File: config.mk
export PLATFORM = sky130hd
export DESIGN_NAME = irq_sense_unit
export DESIGN_NICKNAME = d
export VERILOG_FILES = /design/src/rtl/irq_sense_pkg.sv /design/src/rtl/irq_sense_ctrl.sv /design/src/rtl/irq_pin_sync.sv /design/src/rtl/irq_sense_chan.sv /design/src/rtl/irq_sense_unit.sv
export SDC_FILE = /design/constraint.sdc
export NUM_CORES = 1
export LEC_CHECK = 0
export BUFFER_PORTS_ARGS = -buffer_cell sky130_fd_sc_hd__buf_2
export CORE_ASPECT_RATIO = 0.8
export CORE_MARGIN = 4
export CORE_UTILIZATION = 53
export DETAILED_ROUTE_END_ITERATION = 16
export PLACE_DENSITY = 0.79
export SLEW_MARGIN = 5
export SYNTH_ARGS = -nofsm -noshare
export SYNTH_HDL_FRONTEND = slang
export SYNTH_SLANG_ARGS = --single-unit
File: constraint.sdc
create_clock -name clk -period 1.8 [get_ports clk]
set_input_delay 0.18 -clock clk [delete_from_list [all_inputs] [get_ports clk]]
set_output_delay 0.18 -clock clk [all_outputs]
set_load 0.005 [all_outputs]
File: src/rtl/irq_sense_pkg.sv
package irq_sense_pkg;

    localparam int SENSE_W = 2;

    typedef enum logic [SENSE_W-1:0] {
        SENSE_LOW  = 2'b00,
        SENSE_FALL = 2'b01,
        SENSE_RISE = 2'b10,
        SENSE_ANY  = 2'b11
    } sense_e;

endpackage

File: src/rtl/irq_sense_ctrl.sv
module irq_sense_ctrl
    import irq_sense_pkg::*;
#(
    parameter int NUM_PINS = 8
) (
    input  logic                            clk,
    input  logic                            rst_n,
    input  logic                            wr_en,
    input  logic [SENSE_W*NUM_PINS-1:0]     wr_data,
    output logic [SENSE_W*NUM_PINS-1:0]     word_o,
    output logic [NUM_PINS-1:0]             chg_o
);
    localparam int CTRL_W = SENSE_W * NUM_PINS;

    typedef struct packed {
        logic [CTRL_W-1:0] word;
    } ctrl_t;

    ctrl_t ctrl_d, ctrl_q;

    always_comb begin
        ctrl_d = ctrl_q;
        if (wr_en) begin
            ctrl_d.word = wr_data;
        end
    end

    // a channel sees a change strobe only when its own field takes a new value
    for (genvar gi = 0; gi < NUM_PINS; gi++) begin : g_chg
        assign chg_o[gi] = wr_en &&
            (wr_data[SENSE_W*gi +: SENSE_W] != ctrl_q.word[SENSE_W*gi +: SENSE_W]);
    end

    always_ff @(posedge clk or negedge rst_n) begin
        if (!rst_n) begin
            ctrl_q <= '0;
        end else begin
            ctrl_q <= ctrl_d;
        end
    end

    assign word_o = ctrl_q.word;

endmodule

File: src/rtl/irq_pin_sync.sv
module irq_pin_sync #(
    parameter int NUM_PINS = 8
) (
    input  logic                clk,
    input  logic                rst_n,
    input  logic [NUM_PINS-1:0] pin_i,
    output logic [NUM_PINS-1:0] sync_o
);
    typedef struct packed {
        logic [NUM_PINS-1:0] meta;
        logic [NUM_PINS-1:0] stable;
    } sync_t;

    sync_t sync_d, sync_q;

    always_comb begin
        sync_d        = sync_q;
        sync_d.meta   = pin_i;
        sync_d.stable = sync_q.meta;
    end

    // pins idle high, so both stages reset to the inactive level
    always_ff @(posedge clk or negedge rst_n) begin
        if (!rst_n) begin
            sync_q <= '1;
        end else begin
            sync_q <= sync_d;
        end
    end

    assign sync_o = sync_q.stable;

endmodule

File: src/rtl/irq_sense_chan.sv
module irq_sense_chan
    import irq_sense_pkg::*;
(
    input  logic                clk,
    input  logic                rst_n,
    input  logic [SENSE_W-1:0]  mode_i,
    input  logic                chg_i,
    input  logic                clr_i,
    input  logic                sync_i,
    output logic                req_o
);
    typedef struct packed {
        logic prev;
        logic flag;
    } chan_t;

    chan_t  chan_d, chan_q;
    sense_e mode;
    logic   rise;
    logic   fall;
    logic   hit;

    assign mode = sense_e'(mode_i);
    assign rise = sync_i & ~chan_q.prev;
    assign fall = ~sync_i & chan_q.prev;

    always_comb begin
        unique case (mode)
            SENSE_FALL: hit = fall;
            SENSE_RISE: hit = rise;
            SENSE_ANY:  hit = rise | fall;
            default:    hit = 1'b0;
        endcase
    end

    always_comb begin
        chan_d      = chan_q;
        // prev follows the synchronized pin every cycle, so a code change never sees a stale value
        chan_d.prev = sync_i;
        if (mode == SENSE_LOW || chg_i) begin
            chan_d.flag = 1'b0;
        end else begin
            // detection wins over a simultaneous clear
            chan_d.flag = (chan_q.flag & ~clr_i) | hit;
        end
    end

    always_ff @(posedge clk or negedge rst_n) begin
        if (!rst_n) begin
            chan_q <= '{prev: 1'b1, flag: 1'b0};
        end else begin
            chan_q <= chan_d;
        end
    end

    assign req_o = (mode == SENSE_LOW) ? ~sync_i : chan_q.flag;

endmodule

File: src/rtl/irq_sense_unit.sv
module irq_sense_unit
    import irq_sense_pkg::*;
#(
    parameter int NUM_PINS = 8
) (
    input  logic                         clk,
    input  logic                         rst_n,
    input  logic                         wr_en,
    input  logic [SENSE_W*NUM_PINS-1:0]  wr_data,
    output logic [SENSE_W*NUM_PINS-1:0]  rd_data,
    input  logic [NUM_PINS-1:0]          pin_async,
    input  logic [NUM_PINS-1:0]          clr_strobe,
    output logic [NUM_PINS-1:0]          req
);
    localparam int CTRL_W = SENSE_W * NUM_PINS;

    logic [CTRL_W-1:0]   word;
    logic [NUM_PINS-1:0] chg;
    logic [NUM_PINS-1:0] sync;

    irq_sense_ctrl #(.NUM_PINS(NUM_PINS)) u_ctrl (
        .clk     (clk),
        .rst_n   (rst_n),
        .wr_en   (wr_en),
        .wr_data (wr_data),
        .word_o  (word),
        .chg_o   (chg)
    );

    irq_pin_sync #(.NUM_PINS(NUM_PINS)) u_sync (
        .clk    (clk),
        .rst_n  (rst_n),
        .pin_i  (pin_async),
        .sync_o (sync)
    );

    for (genvar gi = 0; gi < NUM_PINS; gi++) begin : g_chan
        irq_sense_chan u_chan (
            .clk    (clk),
            .rst_n  (rst_n),
            .mode_i (word[SENSE_W*gi +: SENSE_W]),
            .chg_i  (chg[gi]),
            .clr_i  (clr_strobe[gi]),
            .sync_i (sync[gi]),
            .req_o  (req[gi])
        );
    end

    assign rd_data = word;

endmodule

==> results.sh <==
export IMPL_status="finished clean"
export IMPL_syn_inst=225
export IMPL_track_usage_pct=16.5
export IMPL_finalSetupViolCount=0
export IMPL_grt_pass1_wl_mm=7.42
export IMPL_hold_buffers=9
export IMPL_cp_slowest_stage_delay_ns=0.54
export IMPL_grt_overflow_total=0
export IMPL_start_util_pct=56.1
export IMPL_crit_type="flip-flop to flip-flop"
export IMPL_htree_levels=2
export IMPL_die_w_um=83.3
export IMPL_fmax_mhz=685
export IMPL_vdd_drop_max_uv=653
export IMPL_num_rows=21
export IMPL_antenna_found_initial=0
export IMPL_path_cells="inv_1 -> ha_1 -> and2b_1 -> o21ai_1 -> a311oi_1"
export IMPL_async_flop_share_pct=100
export IMPL_synthTopCellsByArea="dfstp_2 (26%), dfrtp_1 (25%), ha_1 (8.3%)"
export IMPL_cts_clk_slew_worst_paths_ns=0.09
export IMPL_grt_pass1_vias=1648
export IMPL_core_area_mm2=0.00428
export IMPL_skew_ns=0.00578
export IMPL_drc=0
export IMPL_drt_iter0_markers=62
export IMPL_min_from="wr_data[1]"
export IMPL_synth_edf_count=0
export IMPL_cp_max_fo=2
export IMPL_fin_util_pct=67.4
export IMPL_synth_top_area_share_pct=26.2
export IMPL_dieArea_mm2=0.00568
export IMPL_dr_total_vias=1701
export IMPL_ctsResizeCount=0
export IMPL_dp_hpwl_mm=3.16
export IMPL_timing_rr_start="g_chan[1].u_chan.chan_q[1]$_DFF_PN1_"
export IMPL_cts_buffer_depth=2
export IMPL_powerDensity_mw_per_mm2=840
export IMPL_critPathSlowestCell="dfstp_2"
export IMPL_firstDrtPassIters=4
export IMPL_cp_data_arrival_time_ns=1.66
export IMPL_synth_nets=276
export IMPL_hold_violations=0
export IMPL_synth_commonest_cells="inv_1 (26), dfrtp_1 (24), dfstp_2 (24)"
export IMPL_syn_avg_cell_area_um2=10.7
export IMPL_tightest_slew_ns=0.559
export IMPL_end_kind="flip-flop"
export IMPL_grt_busiest_layer="met2"
export IMPL_fin_hold_ws_ns=0.122
export IMPL_hold_path_class="input pin to flip-flop"
export IMPL_die_h_um=68.2
export IMPL_synth_cell_types=24
export IMPL_ys_seq_elements=48
export IMPL_fin_crit_ns=1.46
export IMPL_post_cts_buffers=0
export IMPL_netlist_area_mm2=0.00240
export IMPL_yosysSeqAreaShare_pct=51.2
export IMPL_n_antenna_cell=0
export IMPL_tritoncts_num_buffers=5
export IMPL_root_buffer="clkbuf_8"
export IMPL_yosysTopAreaCell="dfstp_2"
export IMPL_met1_usage_pct=21.3
export IMPL_start_kind="flip-flop"
export IMPL_ant_nets=0
export IMPL_min_delay_path_depth=3
export IMPL_r2r_setup_slack_ns=0.34
export IMPL_tritoncts="done"
export IMPL_via_per_inst=4.93
export IMPL_synth_ff_type="dfstp_2"
export IMPL_regToRegEndpoint="g_chan[1].u_chan.chan_q[0]$_DFF_PN0_"
export IMPL_synth_warning_count=0
export IMPL_finalCritPeriodShare_pct=81.1
export IMPL_slew_violations=0
export IMPL_drt_wl_total_mm=4.25
export IMPL_final_layout_size_suffix_gt1_share_pct=36.5
export IMPL_required_ns=2.00
export IMPL_maxSlewHeadroom_pct=62.7
export IMPL_grt_max_degree=33
export IMPL_tns_ns=0
export IMPL_place_congestion=0.804
export IMPL_areaGrowthSynthToFinish_pct=20.0
export IMPL_grtUsageMet3_pct=4.69
export IMPL_yosysMostFrequentCell="inv_1"
export IMPL_reg2regPathDepth=5
export IMPL_numPortBuffers=58
export IMPL_clkLatencyLatePin_ns=0.30
export IMPL_p_leak_nw=1.41
export IMPL_fin_nets=338
export IMPL_io_pins=59
export IMPL_rsz0062_at_grt="no"
export IMPL_gr_usage_met2_pct=27.1
export IMPL_maxCapViolCount=0
export IMPL_min_to="u_ctrl.word_o[1]$_DFFE_PN0P_"
export IMPL_cts_sinks=48
export IMPL_routedWlPerCell_um=12.3
-- cell usage in the layout (no fill, tap or decap), types with 5 or more instances in the layout --
| cell | count |
|---|---|
| a21boi_0 | 6 |
| a21oi_1 | 16 |
| a311oi_1 | 6 |
| and2b_1 | 6 |
| and2b_2 | 6 |
| buf_2 | 58 |
| clkbuf_8 | 5 |
| dfrtp_1 | 24 |
| dfstp_2 | 24 |
| dlygate4sd3_1 | 9 |
| ha_1 | 16 |
| inv_1 | 26 |
| mux2_2 | 8 |
| nand2_1 | 10 |
| nand2b_1 | 8 |
| nand3_1 | 6 |
| nor2_1 | 16 |
| o21ai_0 | 10 |
| o21ai_1 | 6 |
| xnor2_1 | 8 |
-- area by class of cell --
cell class | instances | area (µm²)
clock buffer | 5 | 68.8
sequential | 48 | 1230
timing repair buffer | 68 | 400
tap | 57 | 71.3
clock inverter | 3 | 42.5
multi-input combinational | 138 | 973
inverter | 26 | 97.6
fill | 350 | 1400
-- registers in the layout (all words and copies together), names as in the netlist --
| register | cells |
|---|---|
| g_chan.u_chan.chan_q | 16 |
| u_ctrl.word_o | 16 |
| u_sync.sync_d | 8 |
| u_sync.sync_o | 8 |
-- where the power goes --
part	switching [W]	total, W	internal, W
registers	0.0000914	0.00127	0.00118
clock network	0.000359	0.000770	0.000411
logic	0.000173	0.000382	0.000209
-- critical path: cells and delay by family, from the launching register on --
family | cells | cell delay [ns]
AO/OA/AOI/OAI | 2 | 0.34
adder cells (fa/ha/maj) | 1 | 0.27
buffers and inverters | 1 | 0.04
flip-flops | 1 | 0.54
AND/OR/NAND/NOR | 1 | 0.18
-- through the flow --
stage	total power (W)	instances	instance area, µm²	setup slack (ns)
after global placement	0.00165	328	2680	0.380
after global routing	0.00257	345	2890	0.208
after floorplan	0.00153	225	2400	0.422
after detailed placement	0.00166	328	2680	0.330
final	0.00242	345	2890	0.341
after CTS	0.00246	345	2890	0.334
-- kinds of logic after synthesis --
logic type	after synthesis	share of synthesized area (%)
AND/OR/NAND/NOR	56	12.7
buffers and inverters	39	8.28
flip-flops	48	51.2
AO/OA/AOI/OAI	50	12.8
adder cells (fa/ha/maj)	16	8.33
multiplexers	8	3.75
XOR/XNOR	8	2.92
-- worst max path at each step --
stage                                    startpoint                              endpoint  slack [ns]  cells past startpoint
4_1_cts        g_chan[2].u_chan.chan_q[1]$_DFF_PN1_  g_chan[2].u_chan.chan_q[0]$_DFF_PN0_        0.33                      5
6_report       g_chan[1].u_chan.chan_q[1]$_DFF_PN1_  g_chan[1].u_chan.chan_q[0]$_DFF_PN0_        0.34                      5
3_5_place_dp   g_chan[0].u_chan.chan_q[1]$_DFF_PN1_  g_chan[0].u_chan.chan_q[0]$_DFF_PN0_        0.33                      5
2_1_floorplan  g_chan[0].u_chan.chan_q[1]$_DFF_PN1_  g_chan[0].u_chan.chan_q[0]$_DFF_PN0_        0.42                      5
5_1_grt               u_ctrl.word_o[15]$_DFFE_PN0P_                                req[7]        0.21                      4
3_3_place_gp   g_chan[5].u_chan.chan_q[1]$_DFF_PN1_  g_chan[5].u_chan.chan_q[0]$_DFF_PN0_        0.38                      5
-- per-layer routing --
metal / part of all wire, % / up-vias
li1: - / 861
met1: 47 / 781
met2: 44 / 54
met3: 8.1 / 5
met4: 0.99 / 0
met5: 0 / -
No activity file was read; power rests on OpenSTA's default activity.
